## src/rtl/pc_seq_pkg.sv

```systemverilog
package pc_seq_pkg;

    localparam int ADDR_W   = 12;
    localparam int OFF_W    = ADDR_W - 1;
    localparam int STK_DEPTH = 8;
    localparam int STK_PTR_W = $clog2(STK_DEPTH);

    typedef enum logic [2:0] {
        OP_HOLD,
        OP_COUNT,
        OP_BRANCH,
        OP_SUB,
        OP_RET,
        OP_RET_IRQ,
        OP_IRQ
    } pc_op_e;

    typedef logic [ADDR_W-1:0] addr_t;
    typedef logic [OFF_W-1:0]  off_t;

    // Priority: interrupt, subroutine, branch, restoring return, return, count
    function automatic pc_op_e pick_op(
        input logic irq, input logic sub, input logic br,
        input logic ret_irq, input logic ret, input logic cnt);
        pc_op_e op;
        if (irq)          op = OP_IRQ;
        else if (sub)     op = OP_SUB;
        else if (br)      op = OP_BRANCH;
        else if (ret_irq) op = OP_RET_IRQ;
        else if (ret)     op = OP_RET;
        else if (cnt)     op = OP_COUNT;
        else              op = OP_HOLD;
        return op;
    endfunction

    // Handler address: 007h only for code 2'b10, otherwise 003h
    function automatic addr_t handler_addr(input logic [1:0] src);
        addr_t a;
        a = '0;
        a[1:0] = 2'b11;
        a[2]   = src[1] & ~src[0];
        return a;
    endfunction

    function automatic addr_t count_next(input addr_t pc);
        addr_t n;
        n[ADDR_W-1]  = pc[ADDR_W-1];
        n[OFF_W-1:0] = pc[OFF_W-1:0] + 1'b1;
        return n;
    endfunction

endpackage

```

## src/rtl/pc_half_flag.sv

```systemverilog
module pc_half_flag (
    input  logic clk,
    input  logic rst,
    input  logic set_hi,
    input  logic set_lo,
    output logic flag
);
    always_ff @(posedge clk) begin
        if (rst)          flag <= 1'b0;
        else if (set_lo)  flag <= 1'b0;
        else if (set_hi)  flag <= 1'b1;
    end

    AST_HI_SETS: assert property (@(posedge clk) disable iff (rst)
        (set_hi && !set_lo) |=> flag);
    AST_LO_CLEARS: assert property (@(posedge clk) disable iff (rst)
        set_lo |=> !flag);
endmodule

```

## src/rtl/pc_ret_stack.sv

```systemverilog
module pc_ret_stack #(
    parameter int DEPTH = 8,
    parameter int WIDTH = 12
) (
    input  logic             clk,
    input  logic             rst,
    input  logic             push,
    input  logic             pop,
    input  logic [WIDTH-1:0] wr_data,
    output logic [WIDTH-1:0] top_data
);
    localparam int PW = $clog2(DEPTH);

    logic [WIDTH-1:0] mem [DEPTH];
    logic [PW-1:0]    ptr;
    logic [PW-1:0]    top_idx;

    assign top_idx  = ptr - 1'b1;
    assign top_data = mem[top_idx];

    always_ff @(posedge clk) begin
        if (rst) begin
            ptr <= '0;
        end else if (push) begin
            ptr <= ptr + 1'b1;
        end else if (pop) begin
            ptr <= top_idx;
        end
    end

    for (genvar g = 0; g < DEPTH; g++) begin : g_slot
        always_ff @(posedge clk) begin
            if (rst)
                mem[g] <= '0;
            else if (push && ptr == PW'(g))
                mem[g] <= wr_data;
        end
    end

    AST_PTR_ADVANCE: assert property (@(posedge clk) disable iff (rst)
        push |=> ptr == $past(ptr) + 1'b1);
    AST_PTR_RETREAT: assert property (@(posedge clk) disable iff (rst)
        (pop && !push) |=> ptr == $past(ptr) - 1'b1);
    AST_PUSH_STORED: assert property (@(posedge clk) disable iff (rst)
        push |=> top_data == $past(wr_data));
endmodule

```

## src/rtl/pc_counter.sv

```systemverilog
module pc_counter
    import pc_seq_pkg::*;
(
    input  logic       clk,
    input  logic       rst,
    input  pc_op_e     op,
    input  off_t       target,
    input  logic [1:0] irq_src,
    input  logic       half_flag,
    input  addr_t      stack_top,
    output addr_t      pc,
    output logic       in_handler
);
    always_ff @(posedge clk) begin
        if (rst) begin
            pc         <= '0;
            in_handler <= 1'b0;
        end else begin
            unique case (op)
                OP_COUNT:  pc <= count_next(pc);
                OP_BRANCH,
                OP_SUB:    pc <= {half_flag, target};
                OP_RET:    pc <= stack_top;
                OP_RET_IRQ: begin
                    pc         <= stack_top;
                    in_handler <= 1'b0;
                end
                OP_IRQ: begin
                    pc         <= handler_addr(irq_src);
                    in_handler <= 1'b1;
                end
                default: ;
            endcase
        end
    end

    AST_COUNT_KEEPS_TOP: assert property (@(posedge clk) disable iff (rst)
        op == OP_COUNT |=> pc[ADDR_W-1] == $past(pc[ADDR_W-1]));
    AST_HOLD_STABLE: assert property (@(posedge clk) disable iff (rst)
        op == OP_HOLD |=> $stable(pc));
endmodule

```

## src/rtl/pc_seq_top.sv

```systemverilog
module pc_seq_top
    import pc_seq_pkg::*;
(
    input  logic        clk,
    input  logic        rst,
    input  logic        cnt,
    input  logic        br,
    input  logic        sub,
    input  logic        ret,
    input  logic        ret_irq,
    input  logic        irq,
    input  logic        sel_lo,
    input  logic        sel_hi,
    input  logic [10:0] target,
    input  logic [1:0]  irq_src,
    output logic [11:0] fetch_addr
);
    pc_op_e op;
    logic   half_flag;
    logic   in_handler;
    logic   push_en;
    logic   pop_en;
    addr_t  pc;
    addr_t  stack_top;

    assign op      = pick_op(irq, sub, br, ret_irq, ret, cnt);
    assign push_en = (op == OP_SUB) || (op == OP_IRQ);
    assign pop_en  = (op == OP_RET) || (op == OP_RET_IRQ);

    pc_half_flag u_flag (
        .clk    (clk),
        .rst    (rst),
        .set_hi (sel_hi),
        .set_lo (sel_lo),
        .flag   (half_flag)
    );

    pc_ret_stack #(
        .DEPTH (STK_DEPTH),
        .WIDTH (ADDR_W)
    ) u_stack (
        .clk      (clk),
        .rst      (rst),
        .push     (push_en),
        .pop      (pop_en),
        .wr_data  (pc),
        .top_data (stack_top)
    );

    pc_counter u_pc (
        .clk        (clk),
        .rst        (rst),
        .op         (op),
        .target     (target),
        .irq_src    (irq_src),
        .half_flag  (half_flag),
        .stack_top  (stack_top),
        .pc         (pc),
        .in_handler (in_handler)
    );

    // Bit 11 is masked while a handler runs
    assign fetch_addr = {pc[ADDR_W-1] & ~in_handler, pc[OFF_W-1:0]};

    AST_RESET_ZERO: assert property (@(posedge clk)
        rst |=> fetch_addr == '0);
    AST_BRANCH_LOAD: assert property (@(posedge clk) disable iff (rst)
        (br && !irq && !sub) |=> pc == {$past(half_flag), $past(target)});
    AST_IRQ_VECTOR: assert property (@(posedge clk) disable iff (rst)
        irq |=> fetch_addr[11:3] == '0 && fetch_addr[1:0] == 2'b11);
    AST_HANDLER_LOW: assert property (@(posedge clk) disable iff (rst)
        (irq || (in_handler && !ret_irq)) |=> fetch_addr[11] == 1'b0);
    AST_RET_KEEPS_FLAG: assert property (@(posedge clk) disable iff (rst)
        (pop_en && !sel_lo && !sel_hi) |=> half_flag == $past(half_flag));
    AST_ONE_ACTION: assert property (@(posedge clk) disable iff (rst)
        !(push_en && pop_en));
endmodule

```

## config.mk

```make
export PLATFORM = sky130hd
export DESIGN_NAME = pc_seq_top
export DESIGN_NICKNAME = d
export VERILOG_FILES = /design/src/rtl/pc_seq_pkg.sv /design/src/rtl/pc_half_flag.sv /design/src/rtl/pc_ret_stack.sv /design/src/rtl/pc_counter.sv /design/src/rtl/pc_seq_top.sv
export SDC_FILE = /design/constraint.sdc
export NUM_CORES = 1
export LEC_CHECK = 0
export ABC_AREA = 0
export CORE_MARGIN = 4
export CORE_UTILIZATION = 25
export DETAILED_ROUTE_END_ITERATION = 7
export GPL_TIMING_DRIVEN = 0
export HOLD_SLACK_MARGIN = 0.15
export PLACE_DENSITY = 0.52
export SLEW_MARGIN = 15
export SYNTH_ARGS = -nofsm -noshare
export SYNTH_HDL_FRONTEND = slang
export SYNTH_SLANG_ARGS = --single-unit
```

## constraint.sdc

```tcl
create_clock -name clk -period 2.81 [get_ports clk]
set_input_delay 0.562 -clock clk [delete_from_list [all_inputs] [get_ports clk]]
set_output_delay 0.562 -clock clk [all_outputs]
set_load 0.01 [all_outputs]
```

==> flow_summary.json <==
{
  "cp_slowest_cell": "dfxtp_1",
  "rows": 54,
  "post-route-period-util": 0.939,
  "grt_max_degree": 17,
  "hold_class": "flip-flop to flip-flop",
  "firstDrtPassIters": 5,
  "dpl-instance-area_um2": 6280,
  "start_util": 0.255,
  "wl_per_cell_um": 20.5,
  "finalCriticalPeriod_ps": 2640,
  "power.leakage_uw": 0.00272,
  "layout_common_cells": "96 x edfxtp_1, 64 x and3_1, 38 x and2_1, 35 x clkbuf_1, 32 x clkdlybuf4s50_1",
  "cts_buffers": 17,
  "insertion_delay_ps": 410,
  "dieArea_um2": 24900,
  "syn_area_um2": 5610,
  "cp-end-kind": "flip-flop",
  "place_congestion": 0.809,
  "hold_depth": 2,
  "tightest_slew_ps": 1010,
  "clock_path_buffers": 2,
  "crit_fanout": 10,
  "root_buffer": "clkbuf_16",
  "htree_num_levels": 4,
  "slew_headroom": 0.318,
  "synth_top_area_share": 0.514,
  "max-cap-violations": 0,
  "ant_nets": 0,
  "pin_count": 35,
  "grt_overflow_total": 0,
  "synth_seq_area_share": 0.575,
  "power_density_nw_per_um2": 697,
  "cp_slowest_stage_delay_ps": 380,
  "rr_worst_depth": 9,
  "cp.arrival_ps": 2910,
  "ys_seq_elements": 113,
  "skew_ps": 9.91,
  "nets": 506,
  "wl_mm": 15.7,
  "core_um2": 22000,
  "ys_warn_count": 0,
  "drive_gt1_frac": 0.141,
  "crit_path_start_kind": "flip-flop",
  "yosysTopAreaCell": "edfxtp_1",
  "clk_pin_slew_ps": 50,
  "synth_area_per_cell_um2": 13.2,
  "die_w_um": 158,
  "antenna_found_initial": 0,
  "finalSetupViolCount": 0,
  "fin_area_um2": 6880,
  "path_cells": "buf_6, buf_12, inv_1, ha_1, xor2_1, buf_4, mux2_2, a222oi_1, nor2_1",
  "ys_types": 43,
  "rsz0062_at_grt": "no",
  "dp_hpwl_mm": 10.8,
  "syn2layout_area_growth_pct": 22.6,
  "hold_buffers": 0,
  "power_uw": 4790,
  "ir_worst_vdd_v": 0.000261,
  "drc": 0,
  "slew_viol_final": 0,
  "mostFrequentLayoutCell": "edfxtp_1",
  "grt_pass1_vias": 3928,
  "insertedDiodeCount": 0,
  "cts_sinks": 113,
  "post_cts_buffers": 0,
  "vias_per_cell": 4.85,
  "cts_tree": "built",
  "track_usage": 0.129,
  "synth_nets": 455,
  "status": "completed",
  "critPathKind": "flip-flop to flip-flop",
  "critical_path_required_ps": 3080,
  "vias": 3727,
  "finalHoldViolations": 0,
  "grt_pass1_wl_mm": 23.5,
  "synth.area.top_cells": "edfxtp_1 51%, and3_1 7.1%, dfxtp_1 6.1%, mux4_2 5.6%, mux4_1 4.7%",
  "utilization": 0.313,
  "synth_cells": 424,
  "io_buffer_count": 32,
  "die_h_um": 158,
  "drt_iter0_drc": 224,
  "fmax_mhz": 379
}
==> through the flow <==
step	setup TNS, ps	std cells	hold WS (ps)	setup WS [ps]
after detailed placement	-7950	736	482	-501
after global routing	0	768	566	0.502
after CTS	0	768	494	72.5
after floorplan	0	424	457	189
after global placement	-5920	736	475	-499
final	0	768	491	171
==> sequential cells by signal (all words and copies together), names as in the netlist <==
register and flops:
u_pc.pc 12, u_pc.in_handler 1, u_stack.mem 96, u_flag.flag 1, u_stack.ptr 3
==> power breakdown <==
part           internal (uW)  switching [uW]
Clock                   1360             714
Sequential              1940            40.8
Combinational            314             424
Total                   3610            1180
==> per-layer routing <==
metal,vias up,wire length [um],global-route usage
met4,0,221,0.0500
met3,17,794,0.0298
met5,-,0,0
li1,1699,-,-
met1,1898,7180,0.169
met2,113,7520,0.207
==> cells by family after synthesis <==
| family | Yosys count | synth area share |
|---|---|---|
| adders and majority gates | 8 | 0.0179 |
| DFF | 113 | 0.575 |
| and+or+nand+nor | 159 | 0.163 |
| muxes | 35 | 0.124 |
| buffers and inverters | 56 | 0.0500 |
| xor gates and xnor gates | 11 | 0.0172 |
| AOI/OAI and AO/OA | 42 | 0.0533 |
==> layout make-up <==
type / instances / area [um2]
flip-flops and latches: 113 / 3220
well taps: 280 / 350
multi-input cells: 255 / 2100
repair buffers: 32 / 320
clock inverters: 7 / 83.8
fillers: 2180 / 15100
inverters: 6 / 22.5
clock buffers: 25 / 485
plain buffers: 50 / 287
==> final timing paths <==
path | from | endpoint | slack (ps)
setup / recovery | u_stack.ptr[0] | u_pc.pc[11] | 170
hold reg to reg | u_pc.in_handler | u_pc.in_handler | 490
hold / removal | u_pc.in_handler | u_pc.in_handler | 490
setup reg to reg | u_stack.ptr[0] | u_pc.pc[11] | 170
==> synthesized netlist by cell type <==
cell / count
xnor2_1: 9
a31o_2: 3
nor3_2: 1
buf_4: 13
and4_1: 1
and3_1: 64
o22a_1: 5
nand3b_1: 1
a21oi_1: 11
buf_1: 1
nor2b_1: 2
and2_1: 38
a21o_1: 5
and3b_1: 1
nor2_1: 20
nand2_1: 12
buf_2: 2
clkbuf_1: 32
nor4_1: 2
mux2_2: 5
xor2_1: 2
mux2i_1: 6
or2_2: 1
edfxtp_1: 96
nor3b_1: 1
mux4_1: 10
nor3_1: 8
a211oi_1: 7
inv_1: 6
o21ai_0: 2
or4_1: 1
nand4_1: 2
a222oi_1: 1
nand3_1: 3
ha_1: 8
mux4_2: 14
buf_6: 1
a31oi_1: 1
o21ai_1: 1
dfxtp_1: 17
a221oi_1: 6
buf_8: 1
or2_1: 1
==> what timing repair did <==
item / CTS / global route
resized for setup: 7 / 3
setup endpoints to repair: 9 / 3
pin swaps: 0 / 1
==> worst max-delay path, delay by kind of cell, from the launching register on <==
family / cells / cell delay, ps
multiplexers: 1 / 380
adder cells (fa/ha/maj): 1 / 240
flip-flops: 1 / 380
buffers and inverters: 4 / 770
AND/OR/NAND/NOR: 1 / 60
AO/OA/AOI/OAI: 1 / 270
XOR/XNOR: 1 / 380
Note: power is estimated with default switching activity, not from simulation.
